--- src/rtl/wtn_pkg.sv ---
package wtn_pkg;

  localparam logic [2:0] TRG_LVL_LO = 3'b000;
  localparam logic [2:0] TRG_FALL   = 3'b010;
  localparam logic [2:0] TRG_LVL_HI = 3'b100;
  localparam logic [2:0] TRG_RISE   = 3'b110;
  localparam logic [2:0] TRG_BOTH   = 3'b111;

  localparam logic [31:0] PER_WORD_ENABLE_MIN = 32'h0003_0200;

  function automatic logic trg_invert(input logic [2:0] t);
    return (t == TRG_LVL_LO) || (t == TRG_FALL);
  endfunction

  function automatic logic trg_is_level(input logic [2:0] t);
    return (t == TRG_LVL_LO) || (t == TRG_LVL_HI);
  endfunction

  function automatic logic trg_is_single_edge(input logic [2:0] t);
    return (t == TRG_FALL) || (t == TRG_RISE);
  endfunction

  function automatic logic trg_is_edge(input logic [2:0] t);
    return trg_is_single_edge(t) || (t == TRG_BOTH);
  endfunction

  function automatic logic trg_is_valid(input logic [2:0] t);
    return trg_is_level(t) || trg_is_edge(t);
  endfunction

  function automatic logic trg_fire(input logic [2:0] t, input logic en,
                                    input logic norm, input logic norm_prev,
                                    input logic quiet);
    logic r;
    r = 1'b0;
    if (en) begin
      if (trg_is_level(t))           r = norm;
      else if (trg_is_single_edge(t)) r = norm & ~norm_prev & ~quiet;
      else if (t == TRG_BOTH)         r = (norm ^ norm_prev) & ~quiet;
    end
    return r;
  endfunction

endpackage

--- src/rtl/wtn_line.sv ---
module wtn_line
  import wtn_pkg::*;
#(
  parameter int SYNC_STAGES = 2
) (
  input  logic       clk,
  input  logic       rst_n,
  input  logic       raw,
  input  logic [2:0] trig,
  input  logic       en,
  input  logic       quiet,
  output logic       irq,
  output logic       norm_lvl
);

  logic [SYNC_STAGES-1:0] chain;
  logic                   norm_prev;

  always_ff @(posedge clk or negedge rst_n) begin
    if (!rst_n) chain <= '0;
    else        chain <= {chain[SYNC_STAGES-2:0], raw};
  end

  assign norm_lvl = chain[SYNC_STAGES-1] ^ trg_invert(trig);

  always_ff @(posedge clk or negedge rst_n) begin
    if (!rst_n) begin
      norm_prev <= 1'b0;
      irq       <= 1'b0;
    end else begin
      norm_prev <= norm_lvl;
      irq       <= trg_fire(trig, en, norm_lvl, norm_prev, quiet);
    end
  end

endmodule

--- src/rtl/wtn_regs.sv ---
module wtn_regs
  import wtn_pkg::*;
#(
  parameter int          NUM_LINES  = 64,
  parameter int          ADDR_W     = 16,
  parameter logic [31:0] VERSION_ID = 32'h0003_0200
) (
  input  logic                       clk,
  input  logic                       rst_n,
  input  logic                       wr_en,
  input  logic [ADDR_W-1:0]          addr,
  input  logic [31:0]                wdata,
  input  logic [31:0]                wmask,
  output logic [31:0]                rdata,
  output logic [NUM_LINES-1:0][2:0]  trig_o,
  output logic [NUM_LINES-1:0]       en_o,
  output logic [NUM_LINES-1:0]       quiet_o
);

  localparam int  WORD_W     = ADDR_W - 2;
  localparam int  BANK_WORDS = (NUM_LINES + 31) / 32;
  localparam int  BANK_BASE  = 'h10 >> 2;
  localparam int  CFG_BASE   = 'h110 >> 2;
  localparam int  VER_WORD   = 'h1000 >> 2;
  localparam bit  USE_BANK   = (VERSION_ID < PER_WORD_ENABLE_MIN);

  logic [WORD_W-1:0]            word;
  logic                         aligned;
  logic [NUM_LINES-1:0][2:0]    trig_q, trig_d;
  logic [NUM_LINES-1:0]         en_q, en_d, quiet_q;
  logic [BANK_WORDS*32-1:0]     en_pad;

  assign word    = addr[ADDR_W-1:2];
  assign aligned = (addr[1:0] == 2'b00);
  assign en_pad  = (BANK_WORDS*32)'(en_q);

  always_comb begin
    trig_d = trig_q;
    en_d   = en_q;
    if (wr_en && aligned) begin
      for (int i = 0; i < NUM_LINES; i++) begin
        if (word == WORD_W'(CFG_BASE + i)) begin
          trig_d[i] = (trig_q[i] & ~wmask[2:0]) | (wdata[2:0] & wmask[2:0]);
          if (!USE_BANK && wmask[3]) en_d[i] = wdata[3];
        end
        if (USE_BANK && word == WORD_W'(BANK_BASE + i / 32) && wmask[i % 32])
          en_d[i] = wdata[i % 32];
      end
    end
  end

  always_ff @(posedge clk or negedge rst_n) begin
    if (!rst_n) begin
      for (int i = 0; i < NUM_LINES; i++) trig_q[i] <= TRG_LVL_HI;
      en_q    <= '0;
      quiet_q <= '0;
    end else begin
      trig_q <= trig_d;
      en_q   <= en_d;
      for (int i = 0; i < NUM_LINES; i++)
        quiet_q[i] <= (trig_d[i] != trig_q[i]) || (en_d[i] != en_q[i]);
    end
  end

  always_comb begin
    rdata = '0;
    if (aligned) begin
      if (word == WORD_W'(VER_WORD)) rdata = VERSION_ID;
      for (int i = 0; i < NUM_LINES; i++) begin
        if (word == WORD_W'(CFG_BASE + i))
          rdata = {28'h0, (USE_BANK ? 1'b0 : en_q[i]), trig_q[i]};
      end
      for (int w = 0; w < BANK_WORDS; w++) begin
        if (USE_BANK && word == WORD_W'(BANK_BASE + w))
          rdata = en_pad[w*32 +: 32];
      end
    end
  end

  assign trig_o  = trig_q;
  assign en_o    = en_q;
  assign quiet_o = quiet_q;

endmodule

--- src/rtl/wake_trig_norm.sv ---
module wake_trig_norm
  import wtn_pkg::*;
#(
  parameter int          NUM_LINES   = 64,
  parameter int          SYNC_STAGES = 2,
  parameter logic [31:0] VERSION_ID  = 32'h0003_0200
) (
  input  logic                 clk,
  input  logic                 rst_n,
  input  logic [NUM_LINES-1:0] wake_in,
  input  logic                 bus_wr_en,
  input  logic [15:0]          bus_addr,
  input  logic [31:0]          bus_wdata,
  input  logic [31:0]          bus_wmask,
  output logic [31:0]          bus_rdata,
  output logic [NUM_LINES-1:0] irq_out
);

  logic [NUM_LINES-1:0][2:0] line_trig;
  logic [NUM_LINES-1:0]      line_en;
  logic [NUM_LINES-1:0]      line_quiet;
  logic [NUM_LINES-1:0]      line_norm;

  wtn_regs #(
    .NUM_LINES  (NUM_LINES),
    .ADDR_W     (16),
    .VERSION_ID (VERSION_ID)
  ) u_regs (
    .clk     (clk),
    .rst_n   (rst_n),
    .wr_en   (bus_wr_en),
    .addr    (bus_addr),
    .wdata   (bus_wdata),
    .wmask   (bus_wmask),
    .rdata   (bus_rdata),
    .trig_o  (line_trig),
    .en_o    (line_en),
    .quiet_o (line_quiet)
  );

  for (genvar g = 0; g < NUM_LINES; g++) begin : g_line
    wtn_line #(.SYNC_STAGES(SYNC_STAGES)) u_line (
      .clk      (clk),
      .rst_n    (rst_n),
      .raw      (wake_in[g]),
      .trig     (line_trig[g]),
      .en       (line_en[g]),
      .quiet    (line_quiet[g]),
      .irq      (irq_out[g]),
      .norm_lvl (line_norm[g])
    );
  end

endmodule

--- config.mk ---
export PLATFORM = sky130hd
export DESIGN_NAME = wake_trig_norm
export DESIGN_NICKNAME = d
export VERILOG_FILES = /design/src/rtl/wtn_pkg.sv /design/src/rtl/wtn_line.sv /design/src/rtl/wtn_regs.sv /design/src/rtl/wake_trig_norm.sv
export SDC_FILE = /design/constraint.sdc
export NUM_CORES = 1
export LEC_CHECK = 0
export ABC_CLOCK_PERIOD_IN_PS = 3700
export BUFFER_PORTS_ARGS = -buffer_cell sky130_fd_sc_hd__buf_2
export CORE_MARGIN = 1
export CORE_UTILIZATION = 66
export DETAILED_ROUTE_END_ITERATION = 6
export PLACE_DENSITY_LB_ADDON = 0.3
export SYNTH_ARGS = -nofsm -noshare
export SYNTH_HDL_FRONTEND = slang
export SYNTH_SLANG_ARGS = --single-unit
export TNS_END_PERCENT = 50
--- constraint.sdc ---
create_clock -name clk -period 3.7 [get_ports clk]
set_input_delay 0.185 -clock clk [delete_from_list [all_inputs] [get_ports clk]]
set_output_delay 0.185 -clock clk [all_outputs]
set_load 0.02 [all_outputs]
# After elaboration in Yosys (flattened, before gate mapping)
# Index checks and enable logic that the tools add are counted.
dict set report word_totals {
  register_bits 576
  out_inout_bits 96
  elab_cells 2123
}
dict set report op_classes {
  bitwise 578
  n_reduce_logical 322
  mux 516
  eq_ne 449
}
# cell count
set op_table {}
lappend op_table {{$mux W18} 65}
lappend op_table {{$eq A14 B7 Y1 const B} 60}
lappend op_table {{$eq A3 B3 Y1 const B} 192}
lappend op_table {{$mux W1} 384}
lappend op_table {{$logic_or A1 B1 Y1} 256}
lappend op_table {{$and A3 B3 Y3} 65}
lappend op_table {{$and A1 B1 Y1} 192}
lappend op_table {{$eq A3 B2 Y1 const B} 64}
lappend op_table {{$logic_not A3 Y1} 64}
lappend op_table {{$mux W192} 1}
lappend op_table {{$mux W3} 64}
lappend op_table {{$ne A3 B3 Y1} 64}
lappend op_table {{$or A3 B3 Y3} 64}
lappend op_table {{$not A1 Y1} 128}
lappend op_table {{$xor A1 B1 Y1} 128}
lappend op_table {{$mux W64} 1}
lappend op_table {{$ne A1 B1 Y1} 64}
lappend op_table {{$eq A14 B8 Y1 const B} 4}
lappend op_table {{$mux W32} 1}
lappend op_table {{$eq A14 B11 Y1 const B} 1}
lappend op_table {{$not A3 Y3} 1}
lappend op_table {{$logic_not A2 Y1} 1}
lappend op_table {{$logic_and A1 B1 Y1} 1}

# Longest topological paths before layout
# Gate-level depths: netlist of run 1.
dict set report logic_depth {
  ltp_word 67
  depth_mapped 13
}

# Modules after synthesis
# A second synthesis of run 1 with hierarchy kept.
dict set report hier_totals {
  hier_cells 3221
  area_unflattened_um2 31026.0
}
# module area_each_um2 n_inst cells_per_inst seq_area_each_um2
set modules_own_cells {}
lappend modules_own_cells {wtn_regs 19815.3 1 2325 8087.8}
lappend modules_own_cells {wtn_line 175.2 64 14 100.1}

# Worst setup path before layout of run 1
# OpenSTA, ideal clock, no wires.
dict set report synth_path {
  path_type {input to output}
  from {in bus_addr[3]}
  to {out bus_rdata[16]}
  path_stages 7
  path_buffers 4
  required_ps 3515
  t_arrival_ps 2304
  slack_ps 1211
  path_cell_list {buf_4 buf_2 nor4_2 clkbuf_1 nand4_1 nor4_1 buf_4}
}
dict set report synth_via {
  elab_chain_cells 67
}
# item line
set synth_rtl {}
lappend synth_rtl {{start: declaration} wake_trig_norm.sv:12} ;# input logic [15:0] bus_addr,
lappend synth_rtl {{$eq A14 B11 Y1} wtn_regs.sv:68} ;# if (word == WORD_W'(VER_WORD)) rdata = VERSION_ID;
lappend synth_rtl {{$mux W18} wtn_regs.sv:68}
lappend synth_rtl {{$mux W18 (63 in a row)} wtn_regs.sv:70} ;# if (word == WORD_W'(CFG_BASE + i))
lappend synth_rtl {{$mux W18 (*)} wtn_regs.sv:70}
lappend synth_rtl {{$mux W32 (*)} wtn_regs.sv:67} ;# if (aligned) begin
lappend synth_rtl {{end: declaration} wake_trig_norm.sv:15} ;# output logic [31:0] bus_rdata,
# Every way passes the cells marked *; elsewhere a longest branch is shown, timed or not.

# Worst setup path after layout of run 1
dict set report layout_path {
  from {reg u_regs.trig_q (netlist bit u_regs.trig_o[55])}
  to {out bus_rdata[1]}
}
dict set report layout_via {
  elab_chain_cells 47
}
# item line
set layout_rtl {}
lappend layout_rtl {{start: declaration} wtn_regs.sv:29} ;# logic [NUM_LINES-1:0][2:0] trig_q, trig_d;
lappend layout_rtl {{start signal: assignment} wtn_regs.sv:58} ;# trig_q <= trig_d;
lappend layout_rtl {{$mux W18 (46 in a row)} wtn_regs.sv:70}
lappend layout_rtl {{$mux W32} wtn_regs.sv:67}
# No other way between the ends.

==> results.toml, run 1 <==
[clocking]
cts.reportedPaths.clkPinSlew_ns = 0.07
numCtsBuffers = 57
cts_root_buf = "clkbuf_16"
tritoncts = "yes"
clock-sinks = 576
htree_levels = 2
clk_latency_ns = 0.64
cts.path.max_buffers = 3

[logic_synthesis]
yosysSeqAreaShare_pct = 46.4
synth-seq-cells = 576
syn_area_um2 = 31200
synth_area_leaders = "dfrtp_1, mux2_2, dfstp_2"
synth_cell_type_count = 89
yosysTopAreaCellShare_pct = 41.0
syn_inst = 3257
postSynth.asyncResetShare_pct = 100
synth_edf_count = 0
synthFlopType = "dfrtp_1"
synth_area_per_cell_um2 = 9.58
synth_top_cell_by_area = "dfrtp_1"
ys_warn_count = 0

[drt]
vias = 27704
dr.pass1.iters = 7
vias_per_cell = 6.88
wl_per_cell_um = 28.6
wirelength_um = 115000
drt_first_iter_violations = 4353
drc = 5
postRouteAntennaNets = 0

[worst_hold_path]
min-delay-path-class = "input pin to flop"
worstHoldEndpoint = "u_regs.en_o[54]"
whs_path_depth = 3
worstHoldStart = "bus_wdata[3]"

[placed_design]
place_area_um2 = 32500
dp.cells = 3851
place_congestion = 1.06
place_hpwl_um = 75200
port_buffers = 161
pre_cts_ws_ns = 0.349

[cells_and_area]
final_common_cell = "dfrtp_1"
area_delta_synth_final_pct = 12.9
fin_area_um2 = 35200
nets = 3579
drive_gt1_share_pct = 19.9
fillCellCount = 2963
final_cell_mix = "dfrtp_1, nor2_1, nand2_1"
final_cells = 4026
utilization_pct = 75.7
multiInputGateArea_um2 = 14400
seq_area_um2 = 14500

[sta]
skew_ns = 0.0221
finalSetupViolations = 0
fin_setup_tns_ns = 0
final-hold-violation-count = 0
tightest_slew_ns = 1.15
max_freq_ghz = 0.274
slew_violations = 0
hold_ws_ns = 0.159
max_slew_margin_pct = 23.0
grt_setup_unrepaired = "false"
post-route-min-period_ns = 3.65
period_share_pct = 98.6
timing.final.ws_setup_ns = 0.0508

[floorplanning]
core-area_um2 = 46600
initial_core_util_pct = 67.0
row_count = 79
die_area_um2 = 48200
ios = 243
die_w_um = 219
die_h_um = 219

[global_routing]
grt_first_pass_wirelength_um = 171000
grt_start_max_net_pins = 127
gr-total-overflow = 0
grtUsageMet1_pct = 62.3
antenna_found_initial = 6
grt_util_met2_pct = 73.1
grtUsageTotal_pct = 48.1
met3_usage_pct = 14.2
grt_pass1_vias = 27589
grt-busiest-layer = "met2"

[pwr]
power_frac_clock_pct = 45.8
peakVddDrop_mv = 0.663
p_sw_share_pct = 24.5
intPower_mw = 10.7
power_density_nw_per_um2 = 404
power_frac_comb_pct = 8.8
p_leak_nw = 15.7
power.total_mw = 14.2
seq_power_share_pct = 45.4
power.switching_mw = 3.48

[setup_path]
reg2reg_to = "g_line[41].u_line.irq"
r2r.worst_path.cells = 7
critPathCaptureType = "output pin"
cp-start-kind = "flop"
worstPathArrival_ns = 3.46
cp_max_fo = 5
r2r-start = "u_regs.trig_o[123]"
rrSetupSlack_ns = 1.72
crit_required_ns = 3.51
critPathKind = "flop to output pin"

[outcome]
status = "finished with violations"
violations = "DRC"

[flow_run]
max-cap-violations = 0
worst max-delay path by stage:
stage	start	endpoint	slack [ns]	depth (start not counted)
after floorplan	bus_addr[3]	bus_rdata[16]	1.21	7
after global placement	bus_addr[5]	bus_rdata[2]	0.30	11
after detailed placement	bus_addr[4]	bus_rdata[2]	0.35	11
after CTS	u_regs.trig_o[12]	bus_rdata[0]	0.13	9
after global routing	u_regs.trig_o[55]	bus_rdata[1]	0.02	10
final	u_regs.trig_o[55]	bus_rdata[1]	0.05	10
power groups by stage:
stage / Sequential (mW) / Clock, mW / Combinational [mW]
2_1_floorplan: 6.55 / 0 / 0.656
3_3_place_gp: 6.56 / 0 / 1.09
3_5_place_dp: 6.57 / 0 / 1.14
4_1_cts: 6.45 / 6.46 / 1.21
5_1_grt: 6.46 / 6.75 / 1.33
6_report: 6.45 / 6.51 / 1.26
layer usage:
layer  vias to the layer above  routed length (µm)
met3                       565               15300
met2                      2274               51300
met1                     13546               41700
li1                      11313                   -
met5                         -                  44
met4                         6                6880
state kept, by name, indices dropped and copies added (netlist names):
register	count
u_regs.trig_o	192
g_line.u_line.chain	128
g_line.u_line.irq	64
g_line.u_line.norm_prev	64
u_regs.en_o	64
u_regs.quiet_o	64
area by class of cell:
cell class,count,area share (%)
clock buffers,78,4.61
repair buffers,366,7.68
inverters,205,2.18
diodes,4,0.0284
clock inverters,28,1.33
flip-flops and latches,576,41.1
well taps,607,2.16
multi-input cells,2162,40.9
worst max-delay path, stage by stage (launching register included):
cell	delay, ns
dfrtp_1	0.48
nor2b_1	0.26
o22ai_1	0.14
a2111oi_0	0.50
buf_4	0.20
nor3_1	0.09
o32ai_1	0.29
o221ai_1	0.17
a41o_1	0.30
a21oi_1	0.18
buf_2	0.20
kinds of logic after synthesis:
family,after synthesis,synth area share [%]
AND/OR/NAND/NOR,971,14.2
adder cells (fa/ha/maj),64,2.57
buffers and inverters,543,7.90
AO/OA/AOI/OAI,599,13.2
flip-flops,576,46.4
other,1,0.0120
multiplexers,196,7.05
XOR/XNOR,307,8.61
Yosys cell counts (24+ instances only):
master    count
dfrtp_1     512
nor2_1      337
nand2_1     306
inv_1       202
xor2_1      185
mux2_2      180
clkbuf_1    178
o22ai_1     144
o21ai_0     136
xnor2_1     122
nand3_1     118
buf_4        98
a221oi_1     80
nor2b_1      67
a32oi_1      64
dfstp_2      64
ha_1         64
nor3_1       61
a21oi_1      49
buf_2        36
buf_1        24
timing repair:
action | 4_1_cts | 5_1_grt
resized for setup | 0 | 1
endpoints found under the hold margin | 143 | 0
hold buffers | 65 | 0
buffers inserted | 0 | 0
setup endpoints to repair | 0 | 1
No activity file was read; power rests on OpenSTA's default activity.
==> inputs of run 2 (changes only) <==
--- a/config.mk
+++ b/config.mk
@@ -10,3 +10,3 @@
 export CORE_MARGIN = 1
-export CORE_UTILIZATION = 66
+export CORE_UTILIZATION = 64
 export DETAILED_ROUTE_END_ITERATION = 6
==> constraint.sdc (replaced) <==
create_clock -name clk -period 3.7 [get_ports clk]
set_input_delay 0.37 -clock clk [delete_from_list [all_inputs] [get_ports clk]]
set_output_delay 0.37 -clock clk [all_outputs]
set_load 0.02 [all_outputs]
==> run 2 against run 1 <==
Against the previous run: the run still ends with DRC left; clock skew rose by 0.014 ns; global-route usage fell by 1.8 points; largest cell class unchanged; clock power fell by 4.3%.
==> results.toml, run 2 (synthesized netlist as in run 1, its figures left out) <==
[drt]
wl_per_cell_um = 28.1
vias = 27573
wirelength_um = 115000
postRouteAntennaNets = 0
drt_first_iter_violations = 4029
drc = 10
vias_per_cell = 6.75
dr.pass1.iters = 7

[floorplanning]
ios = 243
die_area_um2 = 49700
row_count = 80
die_w_um = 223
initial_core_util_pct = 65.1
die_h_um = 223
core-area_um2 = 47900

[sta]
skew_ns = 0.0356
grt_setup_unrepaired = "true"
final-hold-violation-count = 0
finalSetupViolations = 0
max_freq_ghz = 0.276
post-route-min-period_ns = 3.63
slew_violations = 0
max_slew_margin_pct = 39.0
period_share_pct = 98.1
tightest_slew_ns = 0.915
fin_setup_tns_ns = 0

[clocking]
cts_root_buf = "clkbuf_16"
numCtsBuffers = 58
clock-sinks = 576
cts.reportedPaths.clkPinSlew_ns = 0.07
htree_levels = 2
cts.path.max_buffers = 3
tritoncts = "yes"
clk_latency_ns = 0.65

[placed_design]
dp.cells = 3905
place_hpwl_um = 78100
port_buffers = 161
place_congestion = 1.05

[setup_path]
critPathKind = "input pin to output pin"
cp_max_fo = 49
cp-start-kind = "input pin"
reg2reg_to = "g_line[55].u_line.irq"
r2r-start = "u_regs.trig_o[167]"
worstPathArrival_ns = 3.26
rrSetupSlack_ns = 1.61
critPathCaptureType = "output pin"
crit_required_ns = 3.33
r2r.worst_path.cells = 6

[global_routing]
grt_pass1_vias = 28085
grt_start_max_net_pins = 111
grt_first_pass_wirelength_um = 172000
gr-total-overflow = 0
grtUsageTotal_pct = 46.2
antenna_found_initial = 9

[pwr]
power_density_nw_per_um2 = 392
power_frac_clock_pct = 44.6
peakVddDrop_mv = 0.446
p_sw_share_pct = 25.1
intPower_mw = 10.5
p_leak_nw = 15.9
seq_power_share_pct = 46.2
power_frac_comb_pct = 9.2
power.switching_mw = 3.51

[worst_hold_path]
whs_path_depth = 2
worstHoldStart = "bus_wdata[0]"
worstHoldEndpoint = "u_regs.trig_o[3]"
min-delay-path-class = "input pin to flop"

[cells_and_area]
area_delta_synth_final_pct = 14.3
nets = 3626
final_common_cell = "dfrtp_1"
largest_register_ffs = 192
drive_gt1_share_pct = 21.1
fillCellCount = 3206
multiInputGateArea_um2 = 14400
seq_area_um2 = 14500
final_cells = 4085
final_cell_mix = "dfrtp_1, nor2_1, nand2_1"

[flow_run]
max-cap-violations = 0

[outcome]
status = "finished with violations"
violations = "DRC"
## run 2: cell count changes in the layout (fill, tap and decap cells not counted), moves of 3 or more
| cell | previous run | this run |
|---|---|---|
| buf_4 | 131 | 168 |
| buf_12 | 14 | 23 |
| bufinv_16 | 12 | 7 |
| clkinv_2 | 8 | 12 |
| clkbuf_8 | 12 | 9 |
| diode_2 | 4 | 7 |
## run 2: worst max-delay path, cell delays in order
cell and delay, ns:
buf_2 0.13, or4_4 0.60, nor3_2 0.34, nand2_1 0.20, buf_4 0.36, nor2_1 0.47, nand2_1 0.20, o2111ai_1 0.14
a22oi_1 0.12, nand2_1 0.13, buf_2 0.18
## run 2: timing repair
item                       CTS  global route
hold buffers                65             0
pin swaps                    1             0
setup endpoints to repair    2             3
hold endpoints to repair   135             0
setup buffers                0             0
cloned                       0             0
gates resized for setup      4             7
## run 2: area by class of cell
cell class / instances / share of cell area (%)
Timing Repair Buffer: 412 / 8.87
Antenna cell: 7 / 0.0491
Clock buffer: 78 / 4.59
Multi-Input combinational cell: 2162 / 40.5
Sequential cell: 576 / 40.7
Tap cell: 615 / 2.16
Inverter: 205 / 2.16
Clock inverter: 30 / 1.05
## run 2: stage by stage
stage	total power, mW	hold WS, ns	setup WS (ns)	util [%]	cell area (µm²)
after detailed placement	7.75	0.335	-0.0157	68.7	32900
after global routing	14.3	0.155	-0.00321	74.4	35700
after CTS	13.9	0.132	0.0172	74.3	35600
after floorplan	7.21	0.0744	0.841	-	31300
after global placement	7.69	0.331	-0.000348	68.7	32900
final	14.0	0.141	0.0710	74.4	35700
## run 2: worst max path at each step
stage / from / to / slack [ns] / cells past startpoint
6_report: bus_addr[11] / bus_rdata[3] / 0.07 / 11
5_1_grt: u_regs.trig_o[55] / bus_rdata[1] / -0.003 / 10
4_1_cts: bus_addr[3] / bus_rdata[2] / 0.02 / 10
3_5_place_dp: bus_addr[2] / bus_rdata[1] / -0.02 / 11
3_3_place_gp: bus_addr[3] / bus_rdata[1] / -0.0003 / 11
2_1_floorplan: bus_addr[3] / bus_rdata[16] / 0.84 / 7
## run 2: power groups by stage
stage | Sequential, mW | Clock (mW) | Combinational (mW)
3_5_place_dp | 6.57 | 0 | 1.18
2_1_floorplan | 6.55 | 0 | 0.656
3_3_place_gp | 6.56 | 0 | 1.13
6_report | 6.46 | 6.23 | 1.29
4_1_cts | 6.45 | 6.21 | 1.25
5_1_grt | 6.46 | 6.45 | 1.37
## run 2: routing by layer
metal	track usage [%]	up-vias	wire (µm)
met5	0	-	23
met2	71.9	2126	52000
li1	-	11422	-
met1	60.0	13470	42300
met3	10.7	551	13500
met4	25.7	4	6850
